`src/rtl/fcd_pkg.sv`:
```
// Shared types and command codes for the flash command sequence decoder.
// Assumes command codes are carried on the low data byte.
package fcd_pkg;

    typedef enum logic [1:0] {
        RM_ARRAY = 2'b00,
        RM_IDENT = 2'b01,
        RM_QUERY = 2'b10
    } rmode_t;

    typedef enum logic [3:0] {
        S_IDLE, S_UNL1, S_SETUP, S_PGM, S_DW1, S_DW2,
        S_ER_U1, S_ER_U2, S_ER_CF, S_CFG,
        S_BY_IDLE, S_BY_PGM, S_BY_DW1, S_BY_DW2, S_BY_EXIT
    } seq_t;

    typedef enum logic [2:0] {
        ACT_NONE, ACT_PGM, ACT_DW1, ACT_DPGM, ACT_ERB, ACT_ERK, ACT_CFG
    } act_t;

    localparam logic [7:0] C_UNL_A  = 8'hAA;
    localparam logic [7:0] C_UNL_B  = 8'h55;
    localparam logic [7:0] C_RESET  = 8'hF0;
    localparam logic [7:0] C_QUERY  = 8'h98;
    localparam logic [7:0] C_IDENT  = 8'h90;
    localparam logic [7:0] C_CFG    = 8'h60;
    localparam logic [7:0] C_CFGCF  = 8'h03;
    localparam logic [7:0] C_PGM    = 8'hA0;
    localparam logic [7:0] C_DPGM   = 8'h40;
    localparam logic [7:0] C_ERASE  = 8'h80;
    localparam logic [7:0] C_ERBLK  = 8'h30;
    localparam logic [7:0] C_ERBANK = 8'h10;
    localparam logic [7:0] C_BYPASS = 8'h20;
    localparam logic [7:0] C_BYEXIT = 8'h00;

endpackage

```
`src/rtl/fcd_classify.sv`:
```
// Cycle classifier: compares one write's address and code byte against the
// fixed unlock, command and query addresses. Purely combinational.
module fcd_classify #(
    parameter int ADDR_W = 16,
    parameter logic [ADDR_W-1:0] ADDR_CMD   = ADDR_W'('h555),
    parameter logic [ADDR_W-1:0] ADDR_UNL_B = ADDR_W'('h2AA),
    parameter logic [ADDR_W-1:0] ADDR_QRY   = ADDR_W'('h55)
) (
    input  logic [ADDR_W-1:0] addr,
    input  logic [7:0]        code,
    output logic              unl_a,
    output logic              unl_b,
    output logic              at_cmd,
    output logic              query_hit
);
    import fcd_pkg::*;

    // address and code matches for the current write
    always_comb begin
        at_cmd    = (addr == ADDR_CMD);
        unl_a     = at_cmd && (code == C_UNL_A);
        unl_b     = (addr == ADDR_UNL_B) && (code == C_UNL_B);
        query_hit = (addr == ADDR_QRY) && (code == C_QUERY);
    end
endmodule

```
`src/rtl/fcd_sequencer.sv`:
```
// Sequence tracker: walks the unlock/setup/operand/confirm steps, owns the
// read mode and the bypass flag, and names the action completed by each write.
// Assumes wr_en is a single-cycle strobe per write.
module fcd_sequencer (
    input  logic          clk,
    input  logic          rst_n,
    input  logic          wr_en,
    input  logic          busy,
    input  logic [7:0]    code,
    input  logic          unl_a,
    input  logic          unl_b,
    input  logic          at_cmd,
    input  logic          query_hit,
    output fcd_pkg::act_t act,
    output logic [1:0]    mode,
    output logic          bypass_on
);
    import fcd_pkg::*;

    seq_t   state, nxt_state;
    rmode_t cur_mode, nxt_mode;
    logic   nxt_byp;
    logic   bad;

    // next-state, mode and action decode for one write
    always_comb begin
        nxt_state = state;
        nxt_mode  = cur_mode;
        nxt_byp   = bypass_on;
        act       = ACT_NONE;
        bad       = 1'b0;
        if (wr_en) begin
            if ((code == C_RESET) && (state == S_IDLE || state == S_SETUP)) begin
                if (!busy) begin
                    nxt_state = S_IDLE;
                    nxt_mode  = RM_ARRAY;
                end
            end else begin
                case (state)
                    S_IDLE: begin
                        if (unl_a)          nxt_state = S_UNL1;
                        else if (query_hit) nxt_mode  = RM_QUERY;
                        else                bad       = 1'b1;
                    end
                    S_UNL1: begin
                        if (unl_b) nxt_state = S_SETUP;
                        else       bad       = 1'b1;
                    end
                    S_SETUP: begin
                        if (!at_cmd) bad = 1'b1;
                        else case (code)
                            C_IDENT:  begin nxt_mode = RM_IDENT; nxt_state = S_IDLE; end
                            C_BYPASS: begin nxt_byp = 1'b1; nxt_mode = RM_ARRAY; nxt_state = S_BY_IDLE; end
                            C_CFG:    nxt_state = S_CFG;
                            C_ERASE:  nxt_state = S_ER_U1;
                            C_PGM:    nxt_state = S_PGM;
                            C_DPGM:   nxt_state = S_DW1;
                            default:  bad = 1'b1;
                        endcase
                    end
                    S_PGM: begin
                        if (busy) bad = 1'b1;
                        else begin act = ACT_PGM; nxt_state = S_IDLE; nxt_mode = RM_ARRAY; end
                    end
                    S_DW1: begin act = ACT_DW1; nxt_state = S_DW2; end
                    S_DW2: begin
                        if (busy) bad = 1'b1;
                        else begin act = ACT_DPGM; nxt_state = S_IDLE; nxt_mode = RM_ARRAY; end
                    end
                    S_ER_U1: begin
                        if (unl_a) nxt_state = S_ER_U2;
                        else       bad       = 1'b1;
                    end
                    S_ER_U2: begin
                        if (unl_b) nxt_state = S_ER_CF;
                        else       bad       = 1'b1;
                    end
                    S_ER_CF: begin
                        nxt_state = S_IDLE;
                        nxt_mode  = RM_ARRAY;
                        if (!busy && code == C_ERBLK)       act = ACT_ERB;
                        else if (!busy && code == C_ERBANK) act = ACT_ERK;
                        else                                bad = 1'b1;
                    end
                    S_CFG: begin
                        if (code == C_CFGCF) begin act = ACT_CFG; nxt_state = S_IDLE; nxt_mode = RM_ARRAY; end
                        else bad = 1'b1;
                    end
                    S_BY_IDLE: begin
                        if (code == C_PGM)        nxt_state = S_BY_PGM;
                        else if (code == C_DPGM)  nxt_state = S_BY_DW1;
                        else if (code == C_IDENT) nxt_state = S_BY_EXIT;
                        else                      bad       = 1'b1;
                    end
                    S_BY_PGM: begin
                        if (busy) bad = 1'b1;
                        else begin act = ACT_PGM; nxt_state = S_BY_IDLE; end
                    end
                    S_BY_DW1: begin act = ACT_DW1; nxt_state = S_BY_DW2; end
                    S_BY_DW2: begin
                        if (busy) bad = 1'b1;
                        else begin act = ACT_DPGM; nxt_state = S_BY_IDLE; end
                    end
                    S_BY_EXIT: begin
                        if (code == C_BYEXIT) begin nxt_byp = 1'b0; nxt_mode = RM_ARRAY; nxt_state = S_IDLE; end
                        else bad = 1'b1;
                    end
                    default: bad = 1'b1;
                endcase
            end
            if (bad) begin
                act       = ACT_NONE;
                nxt_state = S_IDLE;
                nxt_mode  = RM_ARRAY;
                nxt_byp   = 1'b0;
            end
        end
    end

    // state, mode and bypass registers
    always_ff @(posedge clk) begin
        if (!rst_n) begin
            state     <= S_IDLE;
            cur_mode  <= RM_ARRAY;
            bypass_on <= 1'b0;
        end else begin
            state     <= nxt_state;
            cur_mode  <= nxt_mode;
            bypass_on <= nxt_byp;
        end
    end

    assign mode = cur_mode;
endmodule

```
`src/rtl/fcd_outregs.sv`:
```
// Request and configuration registers: turns a completed action into a
// one-clock request pulse with captured operands, and holds the config word.
module fcd_outregs #(
    parameter int ADDR_W = 16,
    parameter int DATA_W = 16,
    parameter logic [ADDR_W-1:0] CFG_RESET = ADDR_W'('h8000)
) (
    input  logic              clk,
    input  logic              rst_n,
    input  fcd_pkg::act_t     act,
    input  logic [ADDR_W-1:0] addr,
    input  logic [DATA_W-1:0] data,
    output logic              prog_req,
    output logic              prog_dual,
    output logic [ADDR_W-1:0] prog_addr_a,
    output logic [DATA_W-1:0] prog_data_a,
    output logic [ADDR_W-1:0] prog_addr_b,
    output logic [DATA_W-1:0] prog_data_b,
    output logic              erase_req,
    output logic              erase_bank,
    output logic [ADDR_W-1:0] erase_addr,
    output logic [ADDR_W-1:0] cfg_reg
);
    import fcd_pkg::*;

    logic [ADDR_W-1:0] first_addr;
    logic [DATA_W-1:0] first_data;

    // request pulses, operand capture and configuration register
    always_ff @(posedge clk) begin
        if (!rst_n) begin
            prog_req    <= 1'b0;
            prog_dual   <= 1'b0;
            prog_addr_a <= '0;
            prog_data_a <= '0;
            prog_addr_b <= '0;
            prog_data_b <= '0;
            erase_req   <= 1'b0;
            erase_bank  <= 1'b0;
            erase_addr  <= '0;
            cfg_reg     <= CFG_RESET;
            first_addr  <= '0;
            first_data  <= '0;
        end else begin
            prog_req  <= 1'b0;
            erase_req <= 1'b0;
            case (act)
                ACT_PGM: begin
                    prog_req    <= 1'b1;
                    prog_dual   <= 1'b0;
                    prog_addr_a <= addr;
                    prog_data_a <= data;
                end
                ACT_DW1: begin
                    first_addr <= addr;
                    first_data <= data;
                end
                ACT_DPGM: begin
                    prog_req    <= 1'b1;
                    prog_dual   <= 1'b1;
                    prog_addr_a <= first_addr;
                    prog_data_a <= first_data;
                    prog_addr_b <= addr;
                    prog_data_b <= data;
                end
                ACT_ERB, ACT_ERK: begin
                    erase_req  <= 1'b1;
                    erase_bank <= (act == ACT_ERK);
                    erase_addr <= addr;
                end
                ACT_CFG: cfg_reg <= addr;
                default: ;
            endcase
        end
    end
endmodule

```
`src/rtl/fcd_top.sv`:
```
// Flash command sequence decoder top: classifier, sequencer and output
// registers. Assumes one write per wr_en strobe and a synchronous busy flag.
module fcd_top #(
    parameter int ADDR_W = 16,
    parameter int DATA_W = 16
) (
    input  logic              clk,
    input  logic              rst_n,
    input  logic              wr_en,
    input  logic [ADDR_W-1:0] wr_addr,
    input  logic [DATA_W-1:0] wr_data,
    input  logic              busy,
    output logic [1:0]        mode,
    output logic              bypass_on,
    output logic              prog_req,
    output logic              prog_dual,
    output logic [ADDR_W-1:0] prog_addr_a,
    output logic [DATA_W-1:0] prog_data_a,
    output logic [ADDR_W-1:0] prog_addr_b,
    output logic [DATA_W-1:0] prog_data_b,
    output logic              erase_req,
    output logic              erase_bank,
    output logic [ADDR_W-1:0] erase_addr,
    output logic [ADDR_W-1:0] cfg_reg
);
    import fcd_pkg::*;

    logic  unl_a, unl_b, at_cmd, query_hit;
    act_t  act;

    fcd_classify #(.ADDR_W(ADDR_W)) u_cls (
        .addr(wr_addr), .code(wr_data[7:0]),
        .unl_a(unl_a), .unl_b(unl_b), .at_cmd(at_cmd), .query_hit(query_hit)
    );

    fcd_sequencer u_seq (
        .clk(clk), .rst_n(rst_n), .wr_en(wr_en), .busy(busy),
        .code(wr_data[7:0]), .unl_a(unl_a), .unl_b(unl_b),
        .at_cmd(at_cmd), .query_hit(query_hit),
        .act(act), .mode(mode), .bypass_on(bypass_on)
    );

    fcd_outregs #(.ADDR_W(ADDR_W), .DATA_W(DATA_W)) u_out (
        .clk(clk), .rst_n(rst_n), .act(act), .addr(wr_addr), .data(wr_data),
        .prog_req(prog_req), .prog_dual(prog_dual),
        .prog_addr_a(prog_addr_a), .prog_data_a(prog_data_a),
        .prog_addr_b(prog_addr_b), .prog_data_b(prog_data_b),
        .erase_req(erase_req), .erase_bank(erase_bank),
        .erase_addr(erase_addr), .cfg_reg(cfg_reg)
    );
endmodule

```
`config.mk`:
```
export PLATFORM = sky130hd
export DESIGN_NAME = fcd_top
export DESIGN_NICKNAME = d
export VERILOG_FILES = /design/src/rtl/fcd_pkg.sv /design/src/rtl/fcd_classify.sv /design/src/rtl/fcd_sequencer.sv /design/src/rtl/fcd_outregs.sv /design/src/rtl/fcd_top.sv
export SDC_FILE = /design/constraint.sdc
export NUM_CORES = 1
export LEC_CHECK = 0
export ABC_AREA = 1
export BUFFER_PORTS_ARGS = -buffer_cell sky130_fd_sc_hd__buf_2
export CAP_MARGIN = 25
export CORE_ASPECT_RATIO = 1.2
export CORE_UTILIZATION = 53
export CTS_CLUSTER_DIAMETER = 200
export DETAILED_ROUTE_END_ITERATION = 6
export PLACE_DENSITY = 0.79
export SYNTH_ARGS = -nofsm -noshare
export SYNTH_HDL_FRONTEND = slang
export SYNTH_SLANG_ARGS = --single-unit
```
`constraint.sdc`:
```
create_clock -name clk -period 3.5 [get_ports clk]
set_clock_uncertainty 0.05 [all_clocks]
set_input_delay 0.7 -clock clk [delete_from_list [all_inputs] [get_ports clk]]
set_output_delay 0.7 -clock clk [all_outputs]
set_load 0.05 [all_outputs]
```
* Word-level counts from Yosys, hierarchy flattened
Cells that the tools add are included.
** Word-level totals
- Word-level logic and storage cells :: 158
- Bits of input ports :: 36
- Output and inout bits :: 103
- Flip-flop bits (word level) :: 139
** Cells by class
- Eq/ne operators :: 53
- Multiplexer cells :: 63
- Reductions and logical operators :: 27
** Operator list (count)
- one-hot mux 16 bit (2 select lines) :: 2
- two-way mux 4 bit :: 14
- one-hot mux 4 bit (13 select lines) :: 1
- == test 8 bit (second input constant) :: 6
- == test 4 bit (second input constant) :: 7
- == test 8 x 7 -> 1 bit (second input constant) :: 3
- two-way mux 1 bit :: 24
- one-hot mux 4 bit (6 select lines) :: 1
- two-way mux 2 bit :: 9
- two-way mux 3 bit :: 6
- == test 16 x 10 -> 1 bit (second input constant) :: 1
- == test 16 x 11 -> 1 bit (second input constant) :: 1
- == test 16 x 7 -> 1 bit (second input constant) :: 1
- == test 4 x 3 -> 1 bit (second input constant) :: 4
- == test 8 x 6 -> 1 bit (second input constant) :: 2
- inequality test 4 x 2 -> 1 bit (second input constant) :: 4
- OR reduction 2 bit :: 8
- one-hot mux 3 bit (5 select lines) :: 1
- nonzero test 15 bit :: 1
- inequality test 4 bit (second input constant) :: 3
- one-hot mux 2 bit (6 select lines) :: 1
- AND reduction 12 bit :: 1
- one-hot mux 1 bit (10 select lines) :: 1
- == test 3 bit (second input constant) :: 3
- other kinds (29) :: 38

* Depth between registers and ports, before layout
Gate-level depths: netlist (run 1).
- Depth in word-level cells :: 12
- Gate-level depth with buffers :: 17

* Modules after synthesis
From an unflattened synthesis (run 1), not the netlist that was laid out.
** Second synthesis, totals
- Cell total of the unflattened synthesis :: 1106
- Area, all modules :: 6792.8 um^2
** By module, submodules not included
- fcd_outregs :: cells an instance 818, seq. area each 2642.5 um^2, times used 1, area an instance 5437.7 um^2
- fcd_sequencer :: cells an instance 230, seq. area each 140.1 um^2, times used 1, area an instance 1127.3 um^2
- fcd_classify :: cells an instance 58, seq. area each 0.0 um^2, times used 1, area an instance 227.7 um^2

* Worst setup path before layout (run 1)
Ideal clock, no wire load.
- Path kind :: in2reg
- From :: input port wr_data[2]
- To :: register u_seq.state[0]
- Buffers on the path :: 0
- Data arrival time :: 1897 ps
- Setup slack :: 1440 ps
- Stages on the path :: 14
- Cell sequence :: nor2_2 -> nand2_4 -> o21ai_1 -> nand2_1 -> nor2_1 -> nand2_1 -> nor2_2 -> nand3_2 -> nand2_2 -> nand2_1 -> nand2_2 -> nand2_1 -> nand2_1 -> nor2_1
** Between the ends
- Longest elaborated chain between the ends :: 9
- Elaborated cells between the ends (all ways) :: 56
- Those cells by class :: eq/ne: 23; mux: 23; reduce/logical: 10
** Ends and longest elaborated chain
- start, declared :: line fcd_top.sv:11 : input logic [DATA_W-1:0] wr_data,
- == test 8 x 6 -> 1 bit (tied with other cells) :: line fcd_sequencer.sv:51 : else case (code)
- OR reduction 6 bit (no line) (tied with other cells)
- two-way mux 1 bit (on tied branches) (2 in series)
- one-hot mux 1 bit (10 select lines) :: line fcd_sequencer.sv:39 : case (state)
- two-way mux 1 bit :: line fcd_sequencer.sv:33 : if ((code == C_RESET) && (state == S_IDLE || state == S_SETUP)) begin
- two-way mux 1 bit :: line fcd_sequencer.sv:32 : if (wr_en) begin
- inequality test 9 bit (no line) (tied with other cells)
- AND reduction 12 bit (no line)
- end signal, assigned :: line fcd_sequencer.sv:127 : state <= nxt_state;
- end, declared :: line fcd_sequencer.sv:20 : seq_t state, nxt_state;
Several ways; a longest one is shown, not always the timed one. The select of a mux whose other input is x is not followed.
A chain may end at the register's enable or synchronous reset.

* Worst setup path after layout (run 1)
- From :: register u_seq.state[0]
- To :: register u_out.first_addr[1]
** Between the ends
- Longest elaborated chain between the ends :: 8
- Elaborated cells between the ends (all ways) :: 30
- Those cells by class :: eq/ne: 15; mux: 7; reduce/logical: 8
** Ends and longest elaborated chain
- == test 4 x 2 -> 1 bit (tied with other cells) :: line fcd_sequencer.sv:39
- OR reduction 4 bit (no line) (tied with other cells)
- one-hot mux 1 bit (10 select lines) or logical AND 1 bit (tied branches) :: line fcd_sequencer.sv:39, fcd_sequencer.sv:33
- two-way mux 1 bit :: line fcd_sequencer.sv:33
- two-way mux 1 bit :: line fcd_sequencer.sv:32
- two-way mux 3 bit * :: line fcd_sequencer.sv:111 : if (bad) begin
- two-way mux 3 bit * :: line fcd_sequencer.sv:32
- == test 3 x 2 -> 1 bit * :: line fcd_outregs.sv:47 : case (act)
- end signal, assigned :: line fcd_outregs.sv:55 : first_addr <= addr;
- end, declared :: line fcd_outregs.sv:26 : logic [ADDR_W-1:0] first_addr;
Mark *: on every way between the ends. The rest lies on a longest branch, timed or not. The select of a mux whose other input is x is not followed.

==> results of run 1 <==
-- layout make-up --
type	instances	area, um2
Fill cell	997	3760
Timing Repair Buffer	148	791
Tap cell	154	193
Clock inverter	8	70.1
Inverter	81	304
Multi-Input combinational cell	572	2720
Clock buffer	22	474
Sequential cell	139	2780
-- critical path: stages (launching register included) --
cell,delay [ns]
dfxtp_1,0.56
nand2_1,0.18
nor2_1,0.21
nand3_2,0.14
nand2_2,0.21
nand3_2,0.14
nor2_4,0.35
buf_12,0.28
o21ai_0,0.11
a21oi_1,0.17
-- worst min-delay path by stage --
stage / from / end / slack, ns / cells after the start
CTS: u_out.erase_addr[13]$_SDFFE_PN0P_ / u_out.erase_addr[13]$_SDFFE_PN0P_ / 0.39 / 2
global placement: u_out.erase_addr[10]$_SDFFE_PN0P_ / u_out.erase_addr[10]$_SDFFE_PN0P_ / 0.38 / 2
finish: u_out.erase_addr[13]$_SDFFE_PN0P_ / u_out.erase_addr[13]$_SDFFE_PN0P_ / 0.39 / 2
detailed placement: u_out.erase_addr[13]$_SDFFE_PN0P_ / u_out.erase_addr[13]$_SDFFE_PN0P_ / 0.39 / 2
global route: u_out.erase_addr[10]$_SDFFE_PN0P_ / u_out.erase_addr[10]$_SDFFE_PN0P_ / 0.42 / 2
floorplan: u_out.first_data[10]$_SDFFE_PN0N_ / u_out.first_data[10]$_SDFFE_PN0N_ / 0.43 / 2
-- cell usage after synthesis, drive strengths merged --
master	instances
nor3	3
buf	30
clkbuf	23
nand2	148
inv	81
a31oi	4
dfxtp	139
nor4	2
nand4	7
o22ai	1
nor2	71
and2	2
a211oi	1
a21oi	140
o21ai	142
o211a	1
nand3	50
-- through the flow --
stage	instance area, um2	setup slack (ns)	power [mW]
2_1_floorplan	6060	1.44	2.21
3_3_place_gp	6790	0.862	2.38
3_5_place_dp	6790	0.786	2.38
4_1_cts	7330	1.02	4.02
5_1_grt	7330	0.805	4.17
6_report	7330	1.00	4.01
-- cells by family after synthesis --
kind of cell / count (synthesis) / synth area share (%)
compound gates: 289 / 24.1
simple gates: 283 / 20.6
flops: 139 / 45.9
buf+inv: 134 / 9.45
-- power breakdown --
part           internal, mW  leakage (nW)  switching (mW)
Clock                  1.02         0.267           0.632
Sequential             1.65          1.12          0.0458
Combinational         0.185          2.01           0.474
-- metal layers --
metal / up-vias / wire [um] / part of all wire (%) / track usage [%]
li1: 3046 / - / - / -
met1: 2774 / 7030 / 42 / 35.0
met5: - / 0 / 0 / 0
met2: 189 / 8360 / 50 / 49.5
met3: 32 / 936 / 5.6 / 6.75
met4: 0 / 387 / 2.3 / 11.2
==> metrics.cfg, run 1 <==
[run_status]
outcome = finished, final reports clean

[global_route]
grt_start_max_net_pins = 102
grt_util_all_layers_pct = 28.9
gr-total-overflow = 0
grt_antenna_before_repair = 0
grt_pass1_wl_um = 26900
grt_pass1_vias = 5501

[clock_tree]
cts_tree = built
ctsHoldBuffers = 0
cts_resized = 0
clock_latency_ns = 0.41
path_clk_slew_ns = 0.05
clockRootBuffer = clkbuf_16
cts_made_buffers = 17
htreeDepth = 4
numClockSinks = 139
postCtsSetupRepairBufs = 0
cts_buffer_depth = 2

[worst_setup_path]
reg2reg_from = u_seq.state[0]$_SDFFE_PN0P_
critPathLaunch = u_seq.state[0]$_SDFFE_PN0P_
worstPathArrival_ns = 2.78
startpoint_type = flop
r2r_cells = 9
worst-r2r-setup-slack_ns = 1.00
cp_max_fo = 48
worstSetupPathType = reg2reg
cp-end-kind = flop
reg2reg_to = u_out.first_addr[1]$_SDFFE_PN0N_
crit_end = u_out.first_addr[1]$_SDFFE_PN0N_
worstPathRequired_ns = 3.78

[floorplan]
pin_count = 139
die-width_um = 99.6
fp.dieH_um = 119
dieArea_um2 = 11900
rows = 42
core_region_area_um2 = 11100
start_util_pct = 54.7

[finish]
post-route-util_pct = 66.1
syn2layout_area_growth_pct = 20.9
drive_above_1_share_pct = 21.8
mostFrequentLayoutCells = nand2_1, a21oi_1, dfxtp_1
layout_commonest_cell = nand2_1
n_antenna_cell = 0
layout.nets = 995
finalNonFillerCells = 1124

[synthesis]
synthTopCellsByArea = dfxtp_1, a21oi_1, nand2_1
synthesis.instances = 845
synth_area_per_cell_um2 = 7.17
synth_seq_area_share_pct = 45.9
yosysUniqueCellTypes = 28
synthesis.nets = 881
ys_warn_count = 0
yosysTopAreaCellShare_pct = 45.9
synth_area_leader_cell = dfxtp_1
syn_area_um2 = 6060
ys_ff_latch = 139

[drt]
drc = 0
wl_um = 16700
postRouteAntennaNets = 0
viasPerCell = 5.37
num_vias = 6041
drt_iter0_drc = 342
avgRoutedWirePerCell_um = 14.9
dr.pass1.iters = 5

[sta]
fmaxAchievable_mhz = 401
worst-slew-pin-transition_ns = 0.905
final_max_slew_viol_count = 0
finalCriticalPeriod_ns = 2.50
max_slew_margin_pct = 39.7
holdWs_ns = 0.392
rsz0062_at_grt = no
hold_viol = 0
setup_viol_count_final = 0
fin_tns_setup_ns = 0
fin_crit_sh_pct = 71.3

[power_and_ir_drop]
p_per_area_nw_per_um2 = 546
p_leak_nw = 3.40
vdd_drop_max_mv = 0.330

[placed_design]
dp_hpwl_um = 11500
portBuffers = 138
gp_congestion = 0.916
placed_cells = 1094

[run]
cap_violations = 0

[min_path]
hold_path.class = reg2reg

Note: power is estimated with default switching activity, not from simulation.
==> run 2: changes to the inputs <==
- clock period: 3.5 -> 2.4 ns (I/O delays scaled with it)
==> run 2 against run 1 <==
Effect of this change: core utilization up 2.3 points; combinational power up 55%; routed wire length up 3.3%; count of clock-buffer cells in the layout unchanged; sequential share of layout area down 1.3 points; flip-flop and latch count unchanged; final cell count up 1.5%; first-iteration DRC count up 8.8%; via count up 1.7%; global-route usage up 0.94 points; fmax up 13%; hold slack worse by 0.10 ns.
==> metrics.cfg, run 2 (same netlist as run 1, synthesis figures left out) <==
[sta]
fin_crit_sh_pct = 92.1  ; was 71.3%
fin_ws_ns = 0.191  ; was 1.00 ns
fmaxAchievable_mhz = 453  ; was 401 MHz
fin_tns_setup_ns = 0  ; unchanged
max_slew_margin_pct = 70.4  ; was 39.7%
rsz0062_at_grt = no  ; unchanged
worst-slew-pin-transition_ns = 0.443  ; was 0.905 ns
setup_viol_count_final = 0  ; unchanged
finalCriticalPeriod_ns = 2.21  ; was 2.50 ns
hold_viol = 0  ; unchanged
final_max_slew_viol_count = 0  ; unchanged

[clock_tree]
clock_latency_ns = 0.41  ; about the same
cts_resized = 0  ; unchanged
postCtsSetupRepairBufs = 0  ; unchanged
numClockSinks = 139  ; unchanged
cts_tree = built  ; unchanged
htreeDepth = 4  ; unchanged
cts_made_buffers = 17  ; unchanged
cts_buffer_depth = 2  ; unchanged
ctsHoldBuffers = 0  ; unchanged
path_clk_slew_ns = 0.06  ; was 0.05 ns
clockRootBuffer = clkbuf_16  ; unchanged

[finish]
mostFrequentLayoutCells = nand2_1, a21oi_1, dfxtp_1  ; unchanged
fillers = 958  ; was 997
drive_above_1_share_pct = 23.1  ; was 21.8%
layout_commonest_cell = nand2_1  ; unchanged
layout.nets = 1010  ; was 995
n_antenna_cell = 0  ; unchanged
syn2layout_area_growth_pct = 25.1  ; was 20.9%

[drt]
dr.pass1.iters = 5  ; unchanged
viasPerCell = 5.39  ; was 5.37
drc = 0  ; unchanged
wl_um = 17300  ; was 16,700 um
drt_iter0_drc = 372  ; was 342
avgRoutedWirePerCell_um = 15.1  ; was 14.9 um
postRouteAntennaNets = 0  ; unchanged
num_vias = 6146  ; was 6,041

[placed_design]
dp_hpwl_um = 12000  ; was 11,500 um
portBuffers = 138  ; unchanged
dp_slack_ns = 0.175  ; was 0.786 ns
gp_congestion = 0.928  ; was 0.916

[min_path]
holdPathStages = 3  ; was 2
min_from = wr_data[10]  ; was u_out.erase_addr[13]$_SDFFE_PN0P_
hold_path.class = in2reg  ; was reg2reg

[floorplan]
start_util_pct = 54.7  ; unchanged
die-width_um = 99.6  ; unchanged
fp.dieH_um = 119  ; unchanged
rows = 42  ; unchanged
pin_count = 139  ; unchanged
core_region_area_um2 = 11100  ; unchanged
dieArea_um2 = 11900  ; unchanged

[worst_setup_path]
cp-end-kind = flop  ; unchanged
worstPathRequired_ns = 2.63  ; was 3.78 ns
critPathLaunch = u_seq.state[1]$_SDFFE_PN0P_  ; was u_seq.state[0]$_SDFFE_PN0P_
r2r_cells = 12  ; was 9
startpoint_type = flop  ; unchanged
cp_max_fo = 31  ; was 48
worstSetupPathType = reg2reg  ; unchanged
worstPathArrival_ns = 2.44  ; was 2.78 ns
reg2reg_from = u_seq.state[1]$_SDFFE_PN0P_  ; was u_seq.state[0]$_SDFFE_PN0P_

[run_status]
outcome = finished, final reports clean  ; unchanged

[power_and_ir_drop]
p_per_area_nw_per_um2 = 830  ; was 546 nW/um2
p_leak_nw = 3.53  ; was 3.40 nW
vdd_drop_max_mv = 0.637  ; was 0.330 mV

[global_route]
grt_pass1_wl_um = 27700  ; was 26,900 um
grt_util_all_layers_pct = 29.9  ; was 28.9%
grt_start_max_net_pins = 64  ; was 102
grt_antenna_before_repair = 0  ; unchanged
grt_pass1_vias = 5700  ; was 5,501
gr-total-overflow = 0  ; unchanged

[run]
cap_violations = 0  ; unchanged

run 2: cell count changes in the layout (fill, tap and decap cells not counted):
cell | before | now
buf_12 | 2 | 6
buf_4 | 8 | 19
bufinv_16 | 1 | 4
clkinv_2 | 5 | 3
clkinvlp_4 | 2 | 1
inv_6 | 0 | 2
run 2: where the power goes:
part           total, mW  internal (mW)  switching, mW
Combinational       1.02          0.308          0.713
Clock               2.81           1.82          0.983
Sequential          2.47           2.41         0.0604
Total               6.29           4.54           1.76
run 2: area by class of cell:
type                       count  area [um2]  area share (%)
tap                          154         193            2.54
multi-input combinational    572        2720            35.8
sequential                   139        2780            36.7
timing repair buffer         163         953            12.6
inverter                      81         304            4.01
clock inverter                10         160            2.11
clock buffer                  22         474            6.25
run 2: critical path: stages (launching register included):
cell,delay [ns]
dfxtp_1,0.53
nor2_1,0.15
nand2_1,0.09
nand2_1,0.10
nand2_1,0.09
o21ai_1,0.06
nand2_1,0.17
nand3_2,0.14
nor2_2,0.17
buf_12,0.19
inv_1,0.08
a21oi_1,0.15
o21ai_0,0.11
run 2: final timing paths:
path	to	slack, ns
setup reg to reg	u_out.cfg_reg[15]$_SDFFE_PN1N_	0.19
hold / removal	u_out.first_data[10]$_SDFFE_PN0N_	0.29
setup / recovery	u_out.cfg_reg[15]$_SDFFE_PN1N_	0.19
hold reg to reg	u_out.erase_addr[8]$_SDFFE_PN0P_	0.39
run 2: per-stage QoR:
stage                     power, mW  util [%]  hold slack [ns]  std cells  area (um2)
after floorplan                3.22         -            0.434        845        6060
after global placement         3.51      62.7            0.378       1109        6950
after detailed placement       3.52      62.7            0.382       1109        6950
after CTS                      6.31      68.4            0.283       1141        7580
after global routing           6.55      68.4            0.284       1141        7580
final                          6.29      68.4            0.289       1141        7580
run 2: routing by layer:
metal	track usage [%]	vias to the layer above	wire, um
met1	36.3	2822	7150
met5	0	-	0
li1	-	3081	-
met2	51.3	211	8680
met3	6.81	32	1050
met4	11.0	0	378
==> run 3: changes to the inputs <==
- CORE_UTILIZATION: 53 -> 49
- PLACE_DENSITY: 0.79 -> 0.84
- clock period: 2.4 -> 2 ns (I/O delays scaled with it)
==> run 3 against run 2 <==
Effect of this change: core utilization rose by 0.81 points; final cell count grew 7.3%; die area up 8.0%; critical path type unchanged; highest routed layer unchanged.
==> metrics.cfg, run 3 (same netlist as run 1, synthesis figures left out) <==
[floorplan]
pin_count = 139  ; unchanged
die-width_um = 104  ; was 99.6 um
rows = 44  ; was 42
core_region_area_um2 = 12100  ; was 11,100 um2
dieArea_um2 = 12800  ; was 11,900 um2
start_util_pct = 50.3  ; was 54.7%
fp.dieH_um = 124  ; was 119 um

[worst_setup_path]
crit_path_cell_trace = buf_4, nor3_4, nand2_1, o21ai_2, nand2_2, nand3_4, nor2_4, buf_4, buf_12, o21ai_0, a21oi_1  ; was nor2_1, nand2_1, nand2_1, nand2_1, o21ai_1, nand2_1, nand3_2, nor2_2, buf_12, inv_1, a21oi_1, o21ai_0
cp_common_cell = buf_4  ; was nand2_1
critPathBufInv = 3  ; was 2
worstPathRequired_ns = 2.25  ; was 2.63 ns
startpoint_type = flop  ; unchanged
worstPathArrival_ns = 2.16  ; was 2.44 ns
slowest_stage = dfxtp_4  ; was dfxtp_1
slowest_delay_ns = 0.38  ; was 0.53 ns
path_delay_family = simple AND/OR/NAND/NOR gates  ; unchanged
worstSetupPathType = reg2reg  ; unchanged
critPathLaunch = u_seq.state[0]$_SDFFE_PN0P_  ; was u_seq.state[1]$_SDFFE_PN0P_
cp-end-kind = flop  ; unchanged
cp_max_fo = 11  ; was 31
reg2reg_from = u_seq.state[0]$_SDFFE_PN0P_  ; was u_seq.state[1]$_SDFFE_PN0P_

[drt]
postRouteAntennaNets = 0  ; unchanged
drc = 0  ; unchanged
drt_iter0_drc = 476  ; was 372
dr.pass1.iters = 5  ; unchanged
wl_um = 18900  ; was 17,300 um
num_vias = 6488  ; was 6,146
viasPerCell = 5.30  ; was 5.39
avgRoutedWirePerCell_um = 15.4  ; was 15.1 um

[run_status]
outcome = finished, final reports clean  ; unchanged

[finish]
finalNonFillerCells = 1224  ; was 1,141
mostFrequentLayoutCells = a21oi_1, buf_2, nand2_1  ; was nand2_1, a21oi_1, dfxtp_1
syn2layout_area_growth_pct = 37.6  ; was 25.1%
drive_above_1_share_pct = 30.4  ; was 23.1%
n_antenna_cell = 0  ; unchanged
layout_commonest_cell = a21oi_1  ; was nand2_1
layout.nets = 1088  ; was 1,010

[run]
cap_violations = 0  ; unchanged

[clock_tree]
clockRootBuffer = clkbuf_16  ; unchanged
ctsHoldBuffers = 0  ; unchanged
cts_made_buffers = 17  ; unchanged
cts_tree = built  ; unchanged
clock_latency_ns = 0.41  ; about the same
numClockSinks = 139  ; unchanged
path_clk_slew_ns = 0.06  ; about the same
cts_buffer_depth = 2  ; unchanged
htreeDepth = 4  ; unchanged

[global_route]
grt_use_met3_pct = 6.59  ; was 6.81%
grt_pass1_vias = 5838  ; was 5,700
grtUsageMet1_pct = 34.8  ; was 36.3%
grt_antenna_before_repair = 0  ; unchanged
busiest_layer = met2  ; unchanged
grt_pass1_wl_um = 29300  ; was 27,700 um
use_met2_pct = 50.0  ; was 51.3%
grt_util_all_layers_pct = 29.2  ; was 29.9%
grt_start_max_net_pins = 47  ; was 64
gr-total-overflow = 0  ; unchanged

[power_and_ir_drop]
vdd_drop_max_mv = 0.558  ; was 0.637 mV
finalPower_mw = 7.85  ; was 6.29 mW
power_switching_mw = 2.20  ; was 1.76 mW
seq_power_share_pct = 37.9  ; was 39.2%
p_clk_share_pct = 42.7  ; was 44.6%
p_leak_nw = 3.95  ; was 3.53 nW
p_sw_share_pct = 28.0  ; was 27.9%
p_comb_share_pct = 19.4  ; was 16.2%
p_per_area_nw_per_um2 = 940  ; was 830 nW/um2
intPower_mw = 5.65  ; was 4.54 mW

[placed_design]
dp_hpwl_um = 13200  ; was 12,000 um
gp_congestion = 0.986  ; was 0.928
portBuffers = 138  ; unchanged
placed_cells = 1182  ; was 1,109

[min_path]
hold_path.class = in2reg  ; unchanged
min_from = wr_data[9]  ; was wr_data[10]

[sta]
fin_crit_sh_pct = 95.9  ; was 92.1%
finalCriticalPeriod_ns = 1.92  ; was 2.21 ns
max_slew_margin_pct = 68.7  ; was 70.4%
final_max_slew_viol_count = 0  ; unchanged
setup_viol_count_final = 0  ; unchanged
fmaxAchievable_mhz = 521  ; was 453 MHz
worst-slew-pin-transition_ns = 0.469  ; was 0.443 ns
hold_viol = 0  ; unchanged

==> run 3: changes by cell type in the layout (fill, tap and decap cells not counted), sizes merged <==
cell | previous run | this run
clkinv | 3 | 4
buf | 163 | 239
inv | 83 | 82
==> run 3: path summary, 6_finish.rpt <==
| path | endpoint | slack (ns) | cells past startpoint |
|---|---|---|---|
| setup / recovery | u_out.first_addr[1]$_SDFFE_PN0N_ | 0.08 | 11 |
| hold / removal | u_out.first_data[9]$_SDFFE_PN0N_ | 0.21 | 3 |
| setup reg to reg | u_out.first_addr[1]$_SDFFE_PN0N_ | 0.08 | 11 |
| hold reg to reg | u_out.erase_addr[8]$_SDFFE_PN0P_ | 0.39 | 2 |
==> run 3: layout make-up <==
cell class,count,area (um2)
fill,985,3710
sequential,139,2800
multi-input combinational,572,2780
timing repair buffer,241,1640
clock buffer,20,467
inverter,81,304
tap,161,201
clock inverter,10,164
==> run 3: per-layer routing <==
metal / part of all wire, % / vias to the layer above
met4: 3.6 / 0
met3: 5.9 / 47
met5: 0 / -
met1: 41 / 2998
li1: - / 3228
met2: 50 / 215
==> run 3: through the flow <==
stage               area (um2)  hold WS (ns)  worst slack, ns  setup TNS [ns]  utilization [%]
floorplan                 6060         0.434            0.240               0                -
global placement          7520         0.378           -0.130          -11.65             62.3
detailed placement        7520         0.381           -0.159          -13.53             62.3
CTS                       8150         0.198           0.0242               0             67.6
global route              8340         0.218          -0.0609          -0.709             69.2
finish                    8340         0.206           0.0812               0             69.2
==> run 3: worst reg2reg max path: cells and delay by family, from the launching register on <==
family	cells	cell delay, ns
AOI/OAI and AO/OA	3	0.35
buffers and inverters	3	0.42
DFF	1	0.38
and+or+nand+nor	5	0.60
==> run 3: timing repair <==
action	in CTS	in global routing
resized for setup	3	26
buffers inserted	0	10
setup endpoints to repair	39	130
pin swaps	0	7
endpoints found under the hold margin	0	0
gates cloned	0	2
==> run 3: power by group through the flow <==
stage | Sequential, mW | Combinational, mW | Clock, mW
4_1_cts | 2.97 | 1.38 | 3.36
5_1_grt | 2.99 | 1.67 | 3.48
3_3_place_gp | 3.02 | 1.36 | 0
6_report | 2.98 | 1.52 | 3.35
3_5_place_dp | 3.02 | 1.36 | 0
2_1_floorplan | 3.09 | 0.772 | 0
